`config.mk`:
```
export PLATFORM = sky130hd
export DESIGN_NAME = cfg_cmd_seq
export DESIGN_NICKNAME = d
export VERILOG_FILES = /design/src/rtl/cfg_seq_pkg.sv /design/src/rtl/cfg_seq_edge.sv /design/src/rtl/cfg_seq_timer.sv /design/src/rtl/cfg_seq_decode.sv /design/src/rtl/cfg_cmd_seq.sv
export SDC_FILE = /design/constraint.sdc
export NUM_CORES = 1
export LEC_CHECK = 0
export BUFFER_PORTS_ARGS = -buffer_cell sky130_fd_sc_hd__buf_2
export CAP_MARGIN = 20
export CORE_MARGIN = 2
export CORE_UTILIZATION = 55
export CTS_CLUSTER_DIAMETER = 40
export DETAILED_ROUTE_END_ITERATION = 12
export PLACE_DENSITY = 0.87
export SLEW_MARGIN = 5
export SYNTH_ARGS = -nofsm -noshare
export SYNTH_HDL_FRONTEND = slang
export SYNTH_SLANG_ARGS = --single-unit
```
`constraint.sdc`:
```
create_clock -name clk_i -period 5.6 [get_ports clk_i]
set_clock_uncertainty 0.05 [all_clocks]
set_input_delay 0.84 -clock clk_i [delete_from_list [all_inputs] [get_ports clk_i]]
set_output_delay 0.84 -clock clk_i [all_outputs]
set_load 0.05 [all_outputs]
```
`src/rtl/cfg_seq_pkg.sv`:
```
package cfg_seq_pkg;
  localparam logic [7:0] OP_CLK_SRC  = 8'h00;
  localparam logic [7:0] OP_SELF_CAL = 8'h01;
  localparam logic [7:0] OP_GAIN     = 8'h02;
  localparam logic [7:0] OP_OFFSET   = 8'h03;
  localparam logic [7:0] OP_ILV      = 8'h04;
  localparam logic [7:0] OP_FDAC     = 8'h05;
  localparam logic [7:0] OP_EE_RD    = 8'h06;
  localparam logic [7:0] OP_EE_WR    = 8'h07;
  localparam logic [7:0] OP_CLK_EXP  = 8'h08;
  localparam logic [7:0] OP_REINIT   = 8'hFF;

  localparam logic [7:0] ST_OK       = 8'd0;
  localparam logic [7:0] ST_BAD_OP   = 8'd1;
  localparam logic [7:0] ST_BAD_ARG  = 8'd2;
  localparam logic [7:0] ST_CONFLICT = 8'd3;
  localparam logic [7:0] ST_TIMEOUT  = 8'd4;

  localparam logic [2:0] DEV_ADC   = 3'd0;
  localparam logic [2:0] DEV_CLK   = 3'd1;
  localparam logic [2:0] DEV_FDAC  = 3'd3;
  localparam logic [2:0] DEV_EE    = 3'd5;

  localparam logic [15:0] RG_CAL     = 16'h0001;
  localparam logic [15:0] RG_GAIN    = 16'h0004;
  localparam logic [15:0] RG_OFFS    = 16'h0008;
  localparam logic [15:0] RG_ILV_EN  = 16'h000C;
  localparam logic [15:0] RG_ILV_CH  = 16'h000D;
  localparam logic [15:0] RG_CLK_SRC = 16'h0010;
  localparam logic [15:0] RG_CLK_EXP = 16'h0011;

  localparam logic [1:0] CS_EXT = 2'd2;

  typedef enum logic [1:0] {S_IDLE, S_DEC, S_REQ} seq_state_e;
endpackage

```
`src/rtl/cfg_seq_edge.sv`:
```
module cfg_seq_edge (
  input  logic clk_i,
  input  logic rst_ni,
  input  logic lvl_i,
  output logic rise_o
);
  logic lvl_q;

  always_ff @(posedge clk_i or negedge rst_ni) begin
    if (!rst_ni) lvl_q <= 1'b0;
    else         lvl_q <= lvl_i;
  end

  assign rise_o = lvl_i & ~lvl_q;

  p_no_double_rise_r1: assert property (@(posedge clk_i) disable iff (!rst_ni)
    rise_o |=> !rise_o);
endmodule

```
`src/rtl/cfg_seq_timer.sv`:
```
module cfg_seq_timer #(
  parameter int LIMIT = 1024,
  localparam int CW = $clog2(LIMIT + 1)
) (
  input  logic clk_i,
  input  logic rst_ni,
  input  logic run_i,
  output logic expire_o
);
  logic [CW-1:0] cnt_q;

  always_ff @(posedge clk_i or negedge rst_ni) begin
    if (!rst_ni)     cnt_q <= '0;
    else if (!run_i) cnt_q <= '0;
    else             cnt_q <= cnt_q + 1'b1;
  end

  assign expire_o = run_i && (cnt_q == CW'(LIMIT - 1));

  p_cnt_clears_r10: assert property (@(posedge clk_i) disable iff (!rst_ni)
    !run_i |=> cnt_q == '0);
endmodule

```
`src/rtl/cfg_seq_decode.sv`:
```
module cfg_seq_decode
  import cfg_seq_pkg::*;
#(
  parameter int ARG0_W = 16,
  parameter int ARG1_W = 8,
  parameter int ADDR_W = 16,
  parameter int DATA_W = 16,
  parameter int DEV_W  = 3
) (
  input  logic [7:0]        op_i,
  input  logic [ARG0_W-1:0] arg0_i,
  input  logic [ARG1_W-1:0] arg1_i,
  input  logic              step_i,
  input  logic [1:0]        clk_src_i,
  output logic [7:0]        reject_o,
  output logic              last_o,
  output logic              write_o,
  output logic [DEV_W-1:0]  dev_o,
  output logic [ADDR_W-1:0] addr_o,
  output logic [DATA_W-1:0] wdata_o
);
  logic ch_bad;
  logic ch;
  assign ch_bad = arg1_i > ARG1_W'(1);
  assign ch     = arg1_i[0];

  always_comb begin
    reject_o = ST_OK;
    last_o   = 1'b1;
    write_o  = 1'b1;
    dev_o    = DEV_W'(DEV_ADC);
    addr_o   = '0;
    wdata_o  = '0;
    unique case (op_i)
      OP_CLK_SRC, OP_REINIT: begin
        if (op_i == OP_CLK_SRC && arg0_i > ARG0_W'(3)) reject_o = ST_BAD_ARG;
        dev_o   = DEV_W'(DEV_CLK);
        addr_o  = ADDR_W'(RG_CLK_SRC);
        wdata_o = (op_i == OP_REINIT) ? '0 : DATA_W'(arg0_i[1:0]);
      end
      OP_SELF_CAL: begin
        addr_o  = ADDR_W'(RG_CAL);
        wdata_o = DATA_W'(1);
      end
      OP_GAIN, OP_OFFSET: begin
        if (ch_bad) reject_o = ST_BAD_ARG;
        addr_o  = ADDR_W'((op_i == OP_GAIN) ? RG_GAIN : RG_OFFS) + ADDR_W'(ch);
        wdata_o = DATA_W'(arg0_i[8:0]);
      end
      OP_ILV: begin
        if (ch_bad) reject_o = ST_BAD_ARG;
        last_o  = step_i;
        addr_o  = ADDR_W'(step_i ? RG_ILV_CH : RG_ILV_EN);
        wdata_o = step_i ? DATA_W'(ch) : DATA_W'(arg0_i[0]);
      end
      OP_FDAC: begin
        dev_o   = DEV_W'(DEV_FDAC);
        wdata_o = DATA_W'(arg0_i);
      end
      OP_EE_RD, OP_EE_WR: begin
        write_o = (op_i == OP_EE_WR);
        dev_o   = DEV_W'(DEV_EE);
        addr_o  = ADDR_W'(arg0_i);
        wdata_o = (op_i == OP_EE_WR) ? DATA_W'(arg1_i) : '0;
      end
      OP_CLK_EXP: begin
        if (arg0_i != '0 && clk_src_i == CS_EXT) reject_o = ST_CONFLICT;
        dev_o   = DEV_W'(DEV_CLK);
        addr_o  = ADDR_W'(RG_CLK_EXP);
        wdata_o = DATA_W'(arg0_i != '0);
      end
      default: reject_o = ST_BAD_OP;
    endcase
  end
endmodule

```
`src/rtl/cfg_cmd_seq.sv`:
```
module cfg_cmd_seq
  import cfg_seq_pkg::*;
#(
  parameter int ARG0_W  = 16,
  parameter int ARG1_W  = 8,
  parameter int ADDR_W  = 16,
  parameter int DATA_W  = 16,
  parameter int DEV_W   = 3,
  parameter int RET_W   = 8,
  parameter int TIMEOUT = 1024
) (
  input  logic              clk_i,
  input  logic              rst_ni,
  input  logic [7:0]        cmd_op_i,
  input  logic [ARG0_W-1:0] cmd_arg0_i,
  input  logic [ARG1_W-1:0] cmd_arg1_i,
  input  logic              commit_i,
  output logic              idle_o,
  output logic [7:0]        status_o,
  output logic [RET_W-1:0]  ret_o,
  output logic [7:0]        err_o,
  output logic [1:0]        clk_src_o,
  output logic              clk_exp_o,
  output logic              req_valid_o,
  output logic              req_write_o,
  output logic [DEV_W-1:0]  req_dev_o,
  output logic [ADDR_W-1:0] req_addr_o,
  output logic [DATA_W-1:0] req_wdata_o,
  input  logic              req_ack_i,
  input  logic [RET_W-1:0]  req_rdata_i
);
  seq_state_e        state_q;
  logic [7:0]        op_q;
  logic [ARG0_W-1:0] arg0_q;
  logic [ARG1_W-1:0] arg1_q;
  logic              step_q;
  logic [7:0]        status_q;
  logic [RET_W-1:0]  ret_q;
  logic              err_q;
  logic [1:0]        clk_src_q;
  logic              clk_exp_q;

  logic       commit_rise, expire, last, done;
  logic [7:0] reject;

  cfg_seq_edge u_edge (
    .clk_i (clk_i),
    .rst_ni(rst_ni),
    .lvl_i (commit_i),
    .rise_o(commit_rise)
  );

  cfg_seq_decode #(
    .ARG0_W(ARG0_W), .ARG1_W(ARG1_W), .ADDR_W(ADDR_W),
    .DATA_W(DATA_W), .DEV_W(DEV_W)
  ) u_dec (
    .op_i     (op_q),
    .arg0_i   (arg0_q),
    .arg1_i   (arg1_q),
    .step_i   (step_q),
    .clk_src_i(clk_src_q),
    .reject_o (reject),
    .last_o   (last),
    .write_o  (req_write_o),
    .dev_o    (req_dev_o),
    .addr_o   (req_addr_o),
    .wdata_o  (req_wdata_o)
  );

  cfg_seq_timer #(.LIMIT(TIMEOUT)) u_tmr (
    .clk_i   (clk_i),
    .rst_ni  (rst_ni),
    .run_i   (req_valid_o && !req_ack_i),
    .expire_o(expire)
  );

  assign req_valid_o = (state_q == S_REQ);
  assign done        = req_valid_o && req_ack_i && last;

  always_ff @(posedge clk_i or negedge rst_ni) begin
    if (!rst_ni) begin
      state_q   <= S_IDLE;
      op_q      <= '0;
      arg0_q    <= '0;
      arg1_q    <= '0;
      step_q    <= 1'b0;
      status_q  <= ST_OK;
      ret_q     <= '0;
      err_q     <= 1'b0;
      clk_src_q <= '0;
      clk_exp_q <= 1'b0;
    end else begin
      unique case (state_q)
        S_IDLE: if (commit_rise) begin
          op_q    <= cmd_op_i;
          arg0_q  <= cmd_arg0_i;
          arg1_q  <= cmd_arg1_i;
          step_q  <= 1'b0;
          state_q <= S_DEC;
        end
        S_DEC: begin
          if (reject != ST_OK) begin
            status_q <= reject;
            state_q  <= S_IDLE;
          end else begin
            state_q <= S_REQ;
          end
        end
        S_REQ: begin
          if (req_ack_i && !last) begin
            step_q <= 1'b1;
          end else if (done) begin
            status_q <= ST_OK;
            state_q  <= S_IDLE;
            unique case (op_q)
              OP_CLK_SRC: begin
                clk_src_q <= arg0_q[1:0];
                if (arg0_q[1:0] == CS_EXT) clk_exp_q <= 1'b0;
              end
              OP_CLK_EXP: clk_exp_q <= (arg0_q != '0);
              OP_EE_RD:   ret_q <= req_rdata_i;
              OP_REINIT: begin
                err_q     <= 1'b0;
                clk_src_q <= '0;
                clk_exp_q <= 1'b0;
              end
              default: ;
            endcase
          end else if (expire) begin
            status_q <= ST_TIMEOUT;
            err_q    <= 1'b1;
            state_q  <= S_IDLE;
          end
        end
        default: state_q <= S_IDLE;
      endcase
    end
  end

  assign idle_o    = (state_q == S_IDLE);
  assign status_o  = status_q;
  assign ret_o     = ret_q;
  assign err_o     = {7'd0, err_q};
  assign clk_src_o = clk_src_q;
  assign clk_exp_o = clk_exp_q;

  p_start_on_edge_r1: assert property (@(posedge clk_i) disable iff (!rst_ni)
    $fell(idle_o) |-> $past(commit_rise));
  p_idle_drop_r2: assert property (@(posedge clk_i) disable iff (!rst_ni)
    (idle_o && commit_rise) |=> !idle_o);
  p_valid_busy_r2: assert property (@(posedge clk_i) disable iff (!rst_ni)
    req_valid_o |-> !idle_o);
  p_ext_no_export_r3: assert property (@(posedge clk_i) disable iff (!rst_ni)
    clk_src_o == CS_EXT |-> !clk_exp_o);
  p_conflict_r4: assert property (@(posedge clk_i) disable iff (!rst_ni)
    (state_q == S_DEC && op_q == OP_CLK_EXP && arg0_q != '0 && clk_src_o == CS_EXT)
      |=> idle_o && !req_valid_o && status_o == ST_CONFLICT && $stable(clk_exp_o));
  p_undef_op_r9: assert property (@(posedge clk_i) disable iff (!rst_ni)
    (state_q == S_DEC && reject == ST_BAD_OP) |=> idle_o && status_o == ST_BAD_OP);
  p_timeout_err_r10: assert property (@(posedge clk_i) disable iff (!rst_ni)
    (req_valid_o && !req_ack_i && expire) |=> err_o != 8'd0 && status_o == ST_TIMEOUT);
  p_err_sticky_r10: assert property (@(posedge clk_i) disable iff (!rst_ni)
    (err_o != 8'd0 && !(done && op_q == OP_REINIT)) |=> err_o != 8'd0);
  p_req_hold_r13: assert property (@(posedge clk_i) disable iff (!rst_ni)
    (req_valid_o && !req_ack_i && !expire)
      |=> req_valid_o && $stable(req_addr_o) && $stable(req_wdata_o) && $stable(req_dev_o));
endmodule

```
==> results.md <==
- Cells after DPL: 480
- RSZ-0062 raised after global routing: false
- WHS: 451 ps
- Slew headroom: 30.2%
- Synthesized area: 3290 um^2
- Cell taking the most area after synthesis: dfrtp_1
- Area contributors post-synth: dfrtp_1, mux2_2, nor2_1
- TritonRoute pass-1 iters: 6
- Critical path's slowest cell: nor2_1
- IO Port Bufs: 96
- Final count of hold timing violations: 0
- Max Buffers Root-to-Sink: 2
- Asr flop ratio synth: 100%
- CP Data Arrival Time: 2860 ps
- Clock sinks: 62
- Crit path launch type: flop
- Vias in the first global route: 2,590
- Peak supply drop: 228 uV
- DRT antenna net count: 0
- Status: finished, final reports clean
- Cell with the most instances after synthesis: dfrtp_1
- NetSw: 0.418 mW
- CTS Buf Count: 9
- CTS clk-pin slew, worst paths: 60 ps
- Layout cells sized above 1: 37.3%
- CTS Hold Bufs: 0
- Syn Inst Count: 325
- Seq/Total Area, Yosys: 47.1%
- CTS tree: built
- Total track usage: 24.5%
- WP data required: 4710 ps
- Setup ws final: 1850 ps
- Comb pwr share: 20.6%
- Setup bufs post-CTS: 0
- Finished Cell Area: 3970 um^2
- Least-Margin Pin Slew: 1040 ps
- GRT Residual Overflow: 0
- Top cell type's share of synthesized area: 47.1%
- HP Class: flop to flop
- Initial antenna violation count: 0
- Ports: 109
- Final setup viols: 0
- Slew Viols, Final: 0
- Crit share post-route: 66.9%
- Largest net degree at the start of global routing: 63
- Post-place setup slack: 2270 ps
- Die ar.: 6620 um^2
- H-tree depth: 3
- Area growth syn-to-layout: 20.7%
- Sw Share: 33.5%
- Primary FF master, synth: dfrtp_1
- Pwr/cell area: 314 nW/um^2
- Worst-path cell chain: nor4_1 -> nand2b_1 -> nor2_1 -> and2_1 -> buf_2
- FF+latch count, synth: 62
- P_leak: 1.95 nW
- Non-Filler Instances: 496
- EDFF count, synth: 0
- Die width: 81.4 um
- # DRC: 0
- Post-DR vias/cell: 5.58
- Crit end category: output port
- Clk Latency, worst-skew pair: 350 ps
- ANT cells: 0
- Buf/Inv on CP: 1
- Initial Utilization: 56.2%
- FILL cells: 466
- Drt total wl: 7.69 mm
- Pint: 0.828 mW
- Clock power frac: 32.5%
- Fin nets: 461
- Crit-path leading delay family: simple AND/OR/NAND/NOR gates
- Site Rows: 28
- Min Tclk post-route: 3750 ps
- FMAX: 267 MHz
- Worst Setup Path Type: flop to output port
- GPL Wtd Cong: 0.845
- First-pass GRT wire length: 12.2 mm
- Placed Instance Area: 3770 um^2
- Yosys warning count: 0
- Distinct cells, synth: 46
- Dpl hpwl: 5.50 mm
- Total negative slack: 0 ps
- Max-Cap Viols: 0
- Seq pwr share: 46.9%
- Cts repair resizes: 0
- Area of the core: 5850 um^2
- DR WL/cell: 15.5 um
- DIE HEIGHT: 81.4 um
- CTS root buffer: clkbuf_8
- Crit-path max FO: 15
- Mean Syn Cell Area: 10.1 um^2
- Vias: 2,766
- Slowest stage delay, CP: 820 ps
- First DRT Iteration DRCs: 154
- Commonest cells in the netlist: dfrtp_1, mux2_2, nor2_1
routing by layer:
metal,GRT usage [%],share of wire [%],routed length (um)
met5,0,0,0
met4,9.83,2.2,172
met3,7.22,6.1,470
met2,39.3,50,3850
met1,31.1,42,3200
flip-flops by register name, summed over array words and instances (netlist names):
name,cells
op_q,8
step_q,1
state_q,2
arg0_q,16
clk_exp_o,1
u_tmr.cnt_q,11
ret_o,8
arg1_q,8
err_q,1
clk_src_o,2
status_o,3
u_edge.lvl_q,1
layout by cell type, fill, tap and decap left out, types with 2 or more instances in the layout:
cell,count
o31ai_1,2
a311oi_1,2
mux2_2,38
a21oi_1,16
a311o_1,2
nor3b_1,2
mux2i_1,8
nor3_1,6
nor4_1,7
inv_1,11
nand4_1,6
a22o_1,2
nor2_1,33
dfrtp_1,62
buf_2,96
a211oi_1,4
or4_1,2
xor2_1,5
clkbuf_8,10
and3_1,2
o211ai_1,2
and2_1,19
or3_1,3
o21ai_0,12
buf_4,2
inv_6,2
nand2b_1,2
nand3_1,5
nand2_1,24
conb_1,12
nor2b_1,3
final timing paths:
kind / from / endpoint / slack [ps] / cells past startpoint
min in group asynchronous: rst_ni / arg0_q[7]$_DFFE_PN0P_ / 600 / 2
setup / recovery: op_q[5]$_DFFE_PN0P_ / req_addr_o[15] / 1850 / 5
max in group asynchronous: rst_ni / clk_src_o[1]$_DFFE_PN0P_ / 4410 / 2
hold / removal: ret_o[5]$_DFFE_PN0P_ / ret_o[5]$_DFFE_PN0P_ / 450 / 1
hold reg to reg: ret_o[5]$_DFFE_PN0P_ / ret_o[5]$_DFFE_PN0P_ / 450 / 1
setup reg to reg: op_q[5]$_DFFE_PN0P_ / ret_o[6]$_DFFE_PN0P_ / 2840 / 5
metrics by stage:
step | total power, mW | util (%)
after floorplan | 0.773 | -
after global placement | 0.832 | 64.4
after detailed placement | 0.843 | 64.4
after CTS | 1.25 | 67.9
after global routing | 1.31 | 67.9
final | 1.25 | 67.9
worst reg2reg max path, delay by kind of cell, from the launching register on:
kind | cells | cell delay [ps]
and+or+nand+nor | 4 | 1850
DFF | 1 | 410
muxes | 1 | 340
layout make-up:
class                   instances  area (um^2)  share of cell area, %
inverters                      11         41.3                   1.04
flip-flops and latches         62         1550                   39.1
clock buffers                  10          138                   3.46
clock inverters                 6         68.8                   1.73
multi-input cells             234         1580                   39.9
well taps                      75         93.8                   2.36
repair buffers                 98          495                   12.5
logic make-up after synthesis:
family | share of synthesized area, %
simple gates | 19.2
other cells | 0.114
buf+inv | 6.16
xor+xnor | 1.60
flops | 47.1
fa+ha+maj | 0.380
mux | 15.4
compound gates | 9.96
power by group through the flow:
stage / combinational [mW] / sequential, mW / clock [mW]
3_5_place_dp: 0.255 / 0.589 / 0
6_report: 0.257 / 0.584 / 0.406
4_1_cts: 0.256 / 0.581 / 0.411
3_3_place_gp: 0.248 / 0.585 / 0
2_1_floorplan: 0.215 / 0.558 / 0
5_1_grt: 0.279 / 0.594 / 0.435
Note: power is estimated with default switching activity, not from simulation.
